## config.mk

```make
export PLATFORM = sky130hd
export DESIGN_NAME = pixel_raster_engine
export DESIGN_NICKNAME = d
export VERILOG_FILES = /design/src/rtl/raster_pkg.sv /design/src/rtl/raster_cmd_decode.sv /design/src/rtl/raster_colour_reg.sv /design/src/rtl/raster_seq.sv /design/src/rtl/pixel_raster_engine.sv
export SDC_FILE = /design/constraint.sdc
export NUM_CORES = 1
export LEC_CHECK = 0
export ABC_CLOCK_PERIOD_IN_PS = 4800
export CAP_MARGIN = 0
export CORE_ASPECT_RATIO = 0.9
export CORE_MARGIN = 3
export CORE_UTILIZATION = 35
export CTS_BUF_LIST = sky130_fd_sc_hd__clkbuf_8
export DETAILED_ROUTE_END_ITERATION = 8
export GPL_TIMING_DRIVEN = 0
export SLEW_MARGIN = 20
export SYNTH_ARGS = -nofsm -noshare
export SYNTH_HDL_FRONTEND = slang
export SYNTH_HIERARCHICAL = 1
export SYNTH_SLANG_ARGS = --single-unit
```

## constraint.sdc

```tcl
create_clock -name clk -period 4.8 [get_ports clk]
set_clock_uncertainty 0.05 [all_clocks]
set_input_delay 0.72 -clock clk [delete_from_list [all_inputs] [get_ports clk]]
set_output_delay 0.72 -clock clk [all_outputs]
set_load 0.05 [all_outputs]
```

## src/rtl/raster_pkg.sv

```systemverilog
package raster_pkg;
  localparam int WORD_W     = 32;
  localparam int DEST_W     = 20;
  localparam int SRC_W      = 24;
  localparam int LEN_FLD_W  = 5;
  localparam int LEN_W      = LEN_FLD_W + 1;
  localparam int LEN_LSB    = SRC_W;
  localparam int PIX_W      = 8;
  localparam int STIP_SPAN  = WORD_W;
  localparam logic [SRC_W-1:0] FILL_SRC = '1;

  typedef enum logic [1:0] {
    OP_STIP = 2'd0,
    OP_FILL = 2'd1,
    OP_COPY = 2'd2
  } op_kind_t;

  typedef struct packed {
    op_kind_t            kind;
    logic [DEST_W-1:0]   dest;
    logic [SRC_W-1:0]    src;
    logic [LEN_W-1:0]    len;
    logic [WORD_W-1:0]   mask;
  } raster_cmd_t;
endpackage

```

## src/rtl/raster_cmd_decode.sv

```systemverilog
module raster_cmd_decode
  import raster_pkg::*;
#(
  parameter int ADDR_W = 23
) (
  input  logic              acc_write,
  input  logic [3:0]        acc_be,
  input  logic              acc_mode,
  input  logic [ADDR_W-1:0] acc_addr,
  input  logic [WORD_W-1:0] acc_data,
  output logic              is_colour,
  output logic              is_exec,
  output raster_cmd_t       cmd
);
  localparam int DEST_LSB = 3;
  localparam int DEST_MSB = DEST_LSB + DEST_W - 1;

  logic full_write;
  logic [SRC_W-1:0] src_fld;
  logic unused_addr;

  assign full_write = acc_write && (&acc_be);
  assign is_colour  = full_write && !acc_addr[2];
  assign is_exec    = full_write &&  acc_addr[2];
  assign src_fld    = acc_data[SRC_W-1:0];
  assign unused_addr = ^acc_addr[1:0];

  always_comb begin
    cmd.dest = acc_addr[DEST_MSB:DEST_LSB];
    cmd.src  = src_fld;
    cmd.len  = LEN_W'(acc_data[LEN_LSB +: LEN_FLD_W]) + LEN_W'(1);
    cmd.mask = acc_data;
    if (!acc_mode) begin
      cmd.kind = OP_STIP;
    end else if (src_fld == FILL_SRC) begin
      cmd.kind = OP_FILL;
    end else begin
      cmd.kind = OP_COPY;
    end
  end
endmodule

```

## src/rtl/raster_colour_reg.sv

```systemverilog
module raster_colour_reg
  import raster_pkg::*;
(
  input  logic              clk,
  input  logic              rst,
  input  logic              load,
  input  logic [WORD_W-1:0] din,
  output logic [PIX_W-1:0]  colour
);
  logic [WORD_W-1:0] hold_q;
  logic unused_hold;

  always_ff @(posedge clk) begin
    if (rst) begin
      hold_q <= '0;
    end else if (load) begin
      hold_q <= din;
    end
  end

  assign colour      = hold_q[PIX_W-1:0];
  assign unused_hold = ^hold_q[WORD_W-1:PIX_W];
endmodule

```

## src/rtl/raster_seq.sv

```systemverilog
module raster_seq
  import raster_pkg::*;
#(
  parameter int PIX_AW = 20
) (
  input  logic              clk,
  input  logic              rst,
  input  logic              start,
  input  raster_cmd_t       cmd,
  input  logic [PIX_W-1:0]  colour,
  output logic              busy,
  output logic              done,
  output logic              mem_en,
  output logic              mem_we,
  output logic [PIX_AW-1:0] mem_addr,
  output logic [PIX_W-1:0]  mem_wdata,
  input  logic [PIX_W-1:0]  mem_rdata
);
  op_kind_t          kind_q;
  logic [PIX_AW-1:0] dst_q;
  logic [PIX_AW-1:0] src_q;
  logic [WORD_W-1:0] mask_q;
  logic [LEN_W-1:0]  left_q;
  logic              wr_phase_q;
  logic [PIX_W-1:0]  col_q;
  logic              last_step;
  logic              pix_step;

  always_comb begin
    mem_en    = 1'b0;
    mem_we    = 1'b0;
    mem_addr  = dst_q;
    mem_wdata = col_q;
    pix_step  = 1'b0;
    if (busy) begin
      case (kind_q)
        OP_STIP: begin
          mem_en   = mask_q[WORD_W-1];
          mem_we   = mask_q[WORD_W-1];
          pix_step = 1'b1;
        end
        OP_FILL: begin
          mem_en   = 1'b1;
          mem_we   = 1'b1;
          pix_step = 1'b1;
        end
        default: begin
          mem_en = 1'b1;
          if (wr_phase_q) begin
            mem_we    = 1'b1;
            mem_wdata = mem_rdata;
            pix_step  = 1'b1;
          end else begin
            mem_addr = src_q;
          end
        end
      endcase
    end
  end

  assign last_step = pix_step && (left_q == LEN_W'(1));

  always_ff @(posedge clk) begin
    if (rst) begin
      busy       <= 1'b0;
      done       <= 1'b0;
      kind_q     <= OP_STIP;
      dst_q      <= '0;
      src_q      <= '0;
      mask_q     <= '0;
      left_q     <= '0;
      wr_phase_q <= 1'b0;
      col_q      <= '0;
    end else begin
      done <= 1'b0;
      if (!busy) begin
        if (start) begin
          busy       <= 1'b1;
          kind_q     <= cmd.kind;
          dst_q      <= PIX_AW'(cmd.dest);
          src_q      <= PIX_AW'(cmd.src);
          mask_q     <= cmd.mask;
          left_q     <= (cmd.kind == OP_STIP) ? LEN_W'(STIP_SPAN) : cmd.len;
          wr_phase_q <= 1'b0;
          col_q      <= colour;
        end
      end else begin
        if (kind_q == OP_COPY) begin
          wr_phase_q <= !wr_phase_q;
          if (!wr_phase_q) begin
            src_q <= src_q + PIX_AW'(1);
          end
        end
        if (pix_step) begin
          dst_q  <= dst_q + PIX_AW'(1);
          mask_q <= mask_q << 1;
          left_q <= left_q - LEN_W'(1);
        end
        if (last_step) begin
          busy <= 1'b0;
          done <= 1'b1;
        end
      end
    end
  end


  done_single_chk: assert property (@(posedge clk) disable iff (rst)
    done |=> !done);


  done_idle_chk: assert property (@(posedge clk) disable iff (rst)
    done |-> !busy);


  idle_quiet_chk: assert property (@(posedge clk) disable iff (rst)
    !busy |-> !mem_en);


  copy_rd_first_chk: assert property (@(posedge clk) disable iff (rst)
    (busy && kind_q == OP_COPY && mem_we) |-> $past(mem_en && !mem_we));


  fill_ascend_chk: assert property (@(posedge clk) disable iff (rst)
    (busy && kind_q == OP_FILL && mem_we && $past(busy && mem_we))
      |-> (mem_addr == PIX_AW'($past(mem_addr) + PIX_AW'(1))));
endmodule

```

## src/rtl/pixel_raster_engine.sv

```systemverilog
module pixel_raster_engine
  import raster_pkg::*;
#(
  parameter int ADDR_W = 23,
  parameter int PIX_AW = 20
) (
  input  logic              clk,
  input  logic              rst,
  input  logic              cmd_valid,
  output logic              cmd_ready,
  input  logic              cmd_write,
  input  logic [3:0]        cmd_be,
  input  logic              cmd_mode,
  input  logic [ADDR_W-1:0] cmd_addr,
  input  logic [31:0]       cmd_data,
  output logic [31:0]       rd_data,
  output logic              busy,
  output logic              done,
  output logic              mem_en,
  output logic              mem_we,
  output logic [PIX_AW-1:0] mem_addr,
  output logic [7:0]        mem_wdata,
  input  logic [7:0]        mem_rdata
);
  logic             accept;
  logic             is_colour;
  logic             is_exec;
  raster_cmd_t      dec_cmd;
  logic [PIX_W-1:0] colour;

  assign cmd_ready = !busy;
  assign accept    = cmd_valid && cmd_ready;
  assign rd_data   = '0;

  raster_cmd_decode #(.ADDR_W(ADDR_W)) u_decode (
    .acc_write (cmd_write),
    .acc_be    (cmd_be),
    .acc_mode  (cmd_mode),
    .acc_addr  (cmd_addr),
    .acc_data  (cmd_data),
    .is_colour (is_colour),
    .is_exec   (is_exec),
    .cmd       (dec_cmd)
  );

  raster_colour_reg u_colour (
    .clk    (clk),
    .rst    (rst),
    .load   (accept && is_colour),
    .din    (cmd_data),
    .colour (colour)
  );

  raster_seq #(.PIX_AW(PIX_AW)) u_seq (
    .clk       (clk),
    .rst       (rst),
    .start     (accept && is_exec),
    .cmd       (dec_cmd),
    .colour    (colour),
    .busy      (busy),
    .done      (done),
    .mem_en    (mem_en),
    .mem_we    (mem_we),
    .mem_addr  (mem_addr),
    .mem_wdata (mem_wdata),
    .mem_rdata (mem_rdata)
  );


  exec_starts_chk: assert property (@(posedge clk) disable iff (rst)
    (accept && is_exec) |=> busy);


  colour_no_op_chk: assert property (@(posedge clk) disable iff (rst)
    (accept && is_colour) |=> !busy);
endmodule

```

### Yosys cells after proc, flatten, opt, wreduce, memory -nomap -nowiden

Cells that the tools add are included.

| storage, ports and cells | value |
|---|---|
| output and inout bits | 65 |
| register bits after elaboration | 99 |
| logic and storage cells | 78 |

| cells by class | value |
|---|---|
| equal/unequal tests | 7 |
| reductions and logical operators | 20 |
| multiplexer cells | 36 |
| bitwise operators | 1 |
| add/sub/neg operators | 4 |

Operator list:

| cell | count |
|---|---|
| two-way mux 20 bit | 10 |
| two-way mux 32 bit | 3 |
| adder 20 x 1 -> 20 bit, second input constant | 2 |
| == test 24 bit, second input constant | 1 |
| two-way mux 6 bit | 4 |
| two-way mux 8 bit | 3 |
| two-way mux 1 bit | 13 |
| logical AND 1 bit | 7 |
| adder 5 x 1 -> 6 bit, second input constant | 1 |
| == test 6 x 1 -> 1 bit, second input constant | 1 |
| inequality test 2 bit, second input constant | 3 |
| AND reduction 2 bit | 3 |
| subtractor 6 x 1 -> 6 bit, second input constant | 1 |
| zero test 2 bit | 2 |
| two-way mux 2 bit | 2 |
| AND reduction 4 bit | 1 |
| OR reduction 2 bit | 2 |
| zero test 1 bit | 3 |
| AND reduction 3 bit | 1 |
| == test 2 x 1 -> 1 bit, second input constant | 1 |
| == test 2 bit, second input constant | 1 |
| one-hot mux 1 bit (2 select lines) | 1 |
| nonzero test 2 bit | 1 |
| inverter 1 bit | 1 |

### Depth between registers and ports, before layout

| depth | value |
|---|---|
| word-level depth | 7 |
| depth in mapped cells | 9 |
| gate-level depth less buffers | 7 |

### Hierarchy

Netlist, hierarchy kept.

By module, submodules not included:

| module | times used | cells each | sequential area each (um2) | area each (um2) |
|---|---|---|---|---|
| raster_seq | 1 | 656 | 1821.7 | 5197.5 |
| raster_cmd_decode | 1 | 100 | 0.0 | 726.9 |
| raster_colour_reg | 1 | 26 | 160.2 | 285.3 |
| pixel_raster_engine | 1 | 36 | 0.0 | 265.3 |

### Least setup slack after synthesis

No wires, ideal clock.

| timing | value |
|---|---|
| kind | flip-flop to output port |
| from | register u_seq.busy |
| to | output mem_we |
| buffers on the path | 2 |
| stages on the path, launching flop included | 6 |
| setup slack | 1408 ps |
| arrival | 2622 ps |
| required time | 4030 ps |
| cell sequence | dfxtp_1 buf_2 clkinv_1 buf_6 nor2_1 and2_1 |

| on the way | value |
|---|---|
| longest elaborated chain between the ends | 1 |

RTL lines:

| element | RTL line | RTL |
|---|---|---|
| start, declared | raster_seq.sv:11 | `output logic busy,` |
| start signal, assigned | raster_seq.sv:65 | `busy <= 1'b0;` |
| start signal, assigned | raster_seq.sv:78 | `busy <= 1'b1;` |
| start signal, assigned | raster_seq.sv:100 | `busy <= 1'b0;` |
| two-way mux 1 bit | raster_seq.sv:35 | `if (busy) begin` |
| end, declared | pixel_raster_engine.sv:20 | `output logic mem_we,` |

Every way passes these cells.

### Final worst setup path

| timing | value |
|---|---|
| from | register u_seq.busy |
| to | output mem_wdata[3] |

| on the way | value |
|---|---|
| longest elaborated chain between the ends | 1 |

RTL lines:

| element | RTL line | RTL |
|---|---|---|
| two-way mux 8 bit | raster_seq.sv:35 |  |
| end, declared | pixel_raster_engine.sv:22 | `output logic [7:0] mem_wdata,` |

Every way passes these cells.

==> results.json <==
{
  "crit_start": "u_seq/busy",
  "multi_input_area_sq_um": 3460,
  "yosys_warnings": 6,
  "root_buffer": "clkbuf_8",
  "grt_use_total_pct": 21.0,
  "reg2reg_from": "u_seq/busy",
  "grt_pass1_vias": 5793,
  "die-area_sq_um": 20100,
  "core_area_sq_um": 17800,
  "wl_um": 21400,
  "rows": 46,
  "hpwlAfterDp_um": 15900,
  "viasPerCell": 5.26,
  "layout_common_cells": "buf_4, nand2_1, dfxtp_1",
  "syn_avg_cell_area_sq_um": 7.92,
  "critical_path.startpoint_type": "flip-flop",
  "setup_tns_ps": 0,
  "dr.pass1.iters": 5,
  "ant_nets": 0,
  "num_antenna_cells": 0,
  "hold_buffers": 0,
  "htree_levels": 3,
  "fill_cells": 1838,
  "syn2layout_area_growth_pct": 21.9,
  "final_nets": 1011,
  "status": "finished, final reports clean",
  "place_congestion": 0.905,
  "drive_gt1_share_pct": 17.1,
  "routedWlPerCell_um": 18.1,
  "peakVddDrop_uv": 123,
  "dp_worst_setup_slack_ps": 968,
  "cts_sinks": 99,
  "clock_path_buffers": 2,
  "arrival_ps": 3510,
  "drt_iter0_drc": 484,
  "rsz0062_at_grt": "no",
  "vias": 6200,
  "grt_max_degree": 16,
  "cap_violations": 0,
  "setup_viol": 0,
  "die_w_um": 149,
  "antenna_found_initial": 0,
  "relSlewSlack_pct": 25.9,
  "syn_area_sq_um": 6440,
  "io_pins": 137,
  "hold_class": "flip-flop to flip-flop",
  "fmax_mhz": 234,
  "cts_tree": "built",
  "layout_commonest_cell": "buf_4",
  "postCtsSetupBuffers": 0,
  "clk_latency_ps": 390,
  "crit_path_end_kind": "primary output",
  "power_density_nw_per_um2": 218,
  "worstPathMaxFanout": 11,
  "leakage_nw": 2.81,
  "finalHoldViolCount": 0,
  "period_share_pct": 89.1,
  "initial_core_util_pct": 36.1,
  "timing.final.ws_setup_ps": 524,
  "cts_buffers": 9,
  "cp.required_ps": 4030,
  "cts_resized": 0,
  "hp-start": "u_colour/hold_q[6]",
  "clk_pin_slew_ps": 90,
  "overflow": 0,
  "synthCells": 814,
  "regArea_sq_um": 1980,
  "grt_pass1_wl_um": 32700,
  "slew_viol_final": 0,
  "crit_type": "flip-flop to primary output",
  "drt_drc_violations_left": 0,
  "tightestPinTransition_ps": 1100,
  "die_h_um": 135,
  "port_buffers": 78,
  "min_period_ps": 4280
}
[critical path: stages (launching register included)]
cell and delay [ps]:
dfxtp_1 600, buf_2 370, buf_1 530, nand3_1 460
mux2_2 340, clkdlybuf4s50_1 810
[final cells by class]
type / instances / share of cell area [%]
Clock inverter: 5 / 0.987
Buffer: 157 / 13.4
Multi-Input combinational cell: 572 / 44.1
Clock buffer: 10 / 1.75
Tap cell: 240 / 3.82
Timing Repair Buffer: 78 / 9.94
Sequential cell: 99 / 25.2
Inverter: 17 / 0.812
[power breakdown]
| group | internal (W) | total (W) | switching, W | leakage, nW |
|---|---|---|---|---|
| combinational | 0.000119 | 0.000263 | 0.000145 | 1.90 |
| sequential | 0.000828 | 0.000835 | 0.00000663 | 0.798 |
| clock | 0.000303 | 0.000614 | 0.000310 | 0.108 |
| total | 0.00125 | 0.00171 | 0.000462 | 2.81 |
[through the flow]
stage	total power [W]	instance area (sq um)	util [%]	instances	hold slack (ps)
after floorplan	0.00103	6560	-	845	381
after global placement	0.00112	7640	42.8	1163	392
after detailed placement	0.00112	7640	42.8	1163	400
after CTS	0.00173	7860	44.0	1178	413
after global routing	0.00178	7860	44.0	1178	438
final	0.00171	7860	44.0	1178	413
[final timing paths]
check	endpoint	slack (ps)	cells after the start
worst max register to register	u_seq/col_q[1]	1970	7
worst min-delay path	u_seq/col_q[6]	410	2
worst min register to register	u_seq/col_q[6]	410	2
worst max-delay path	mem_wdata[3]	520	5
[sequential cells by signal, indices dropped and copies added, names as in the netlist, 2 cells and up]
signal	count
u_colour/hold_q	8
u_seq/col_q	8
u_seq/dst_q	20
u_seq/kind_q	2
u_seq/left_q	6
u_seq/mask_q	32
u_seq/src_q	20
[per-layer routing]
metal	wire [um]	vias up	track usage, %	part of all wire (%)
met5	0	-	0	0
met4	350	0	5.24	1.6
met3	1770	21	5.20	8.3
met2	9500	256	32.4	45
met1	9730	2893	29.5	46
li1	-	3030	-	-
Power figures use the tool's default switching activity.
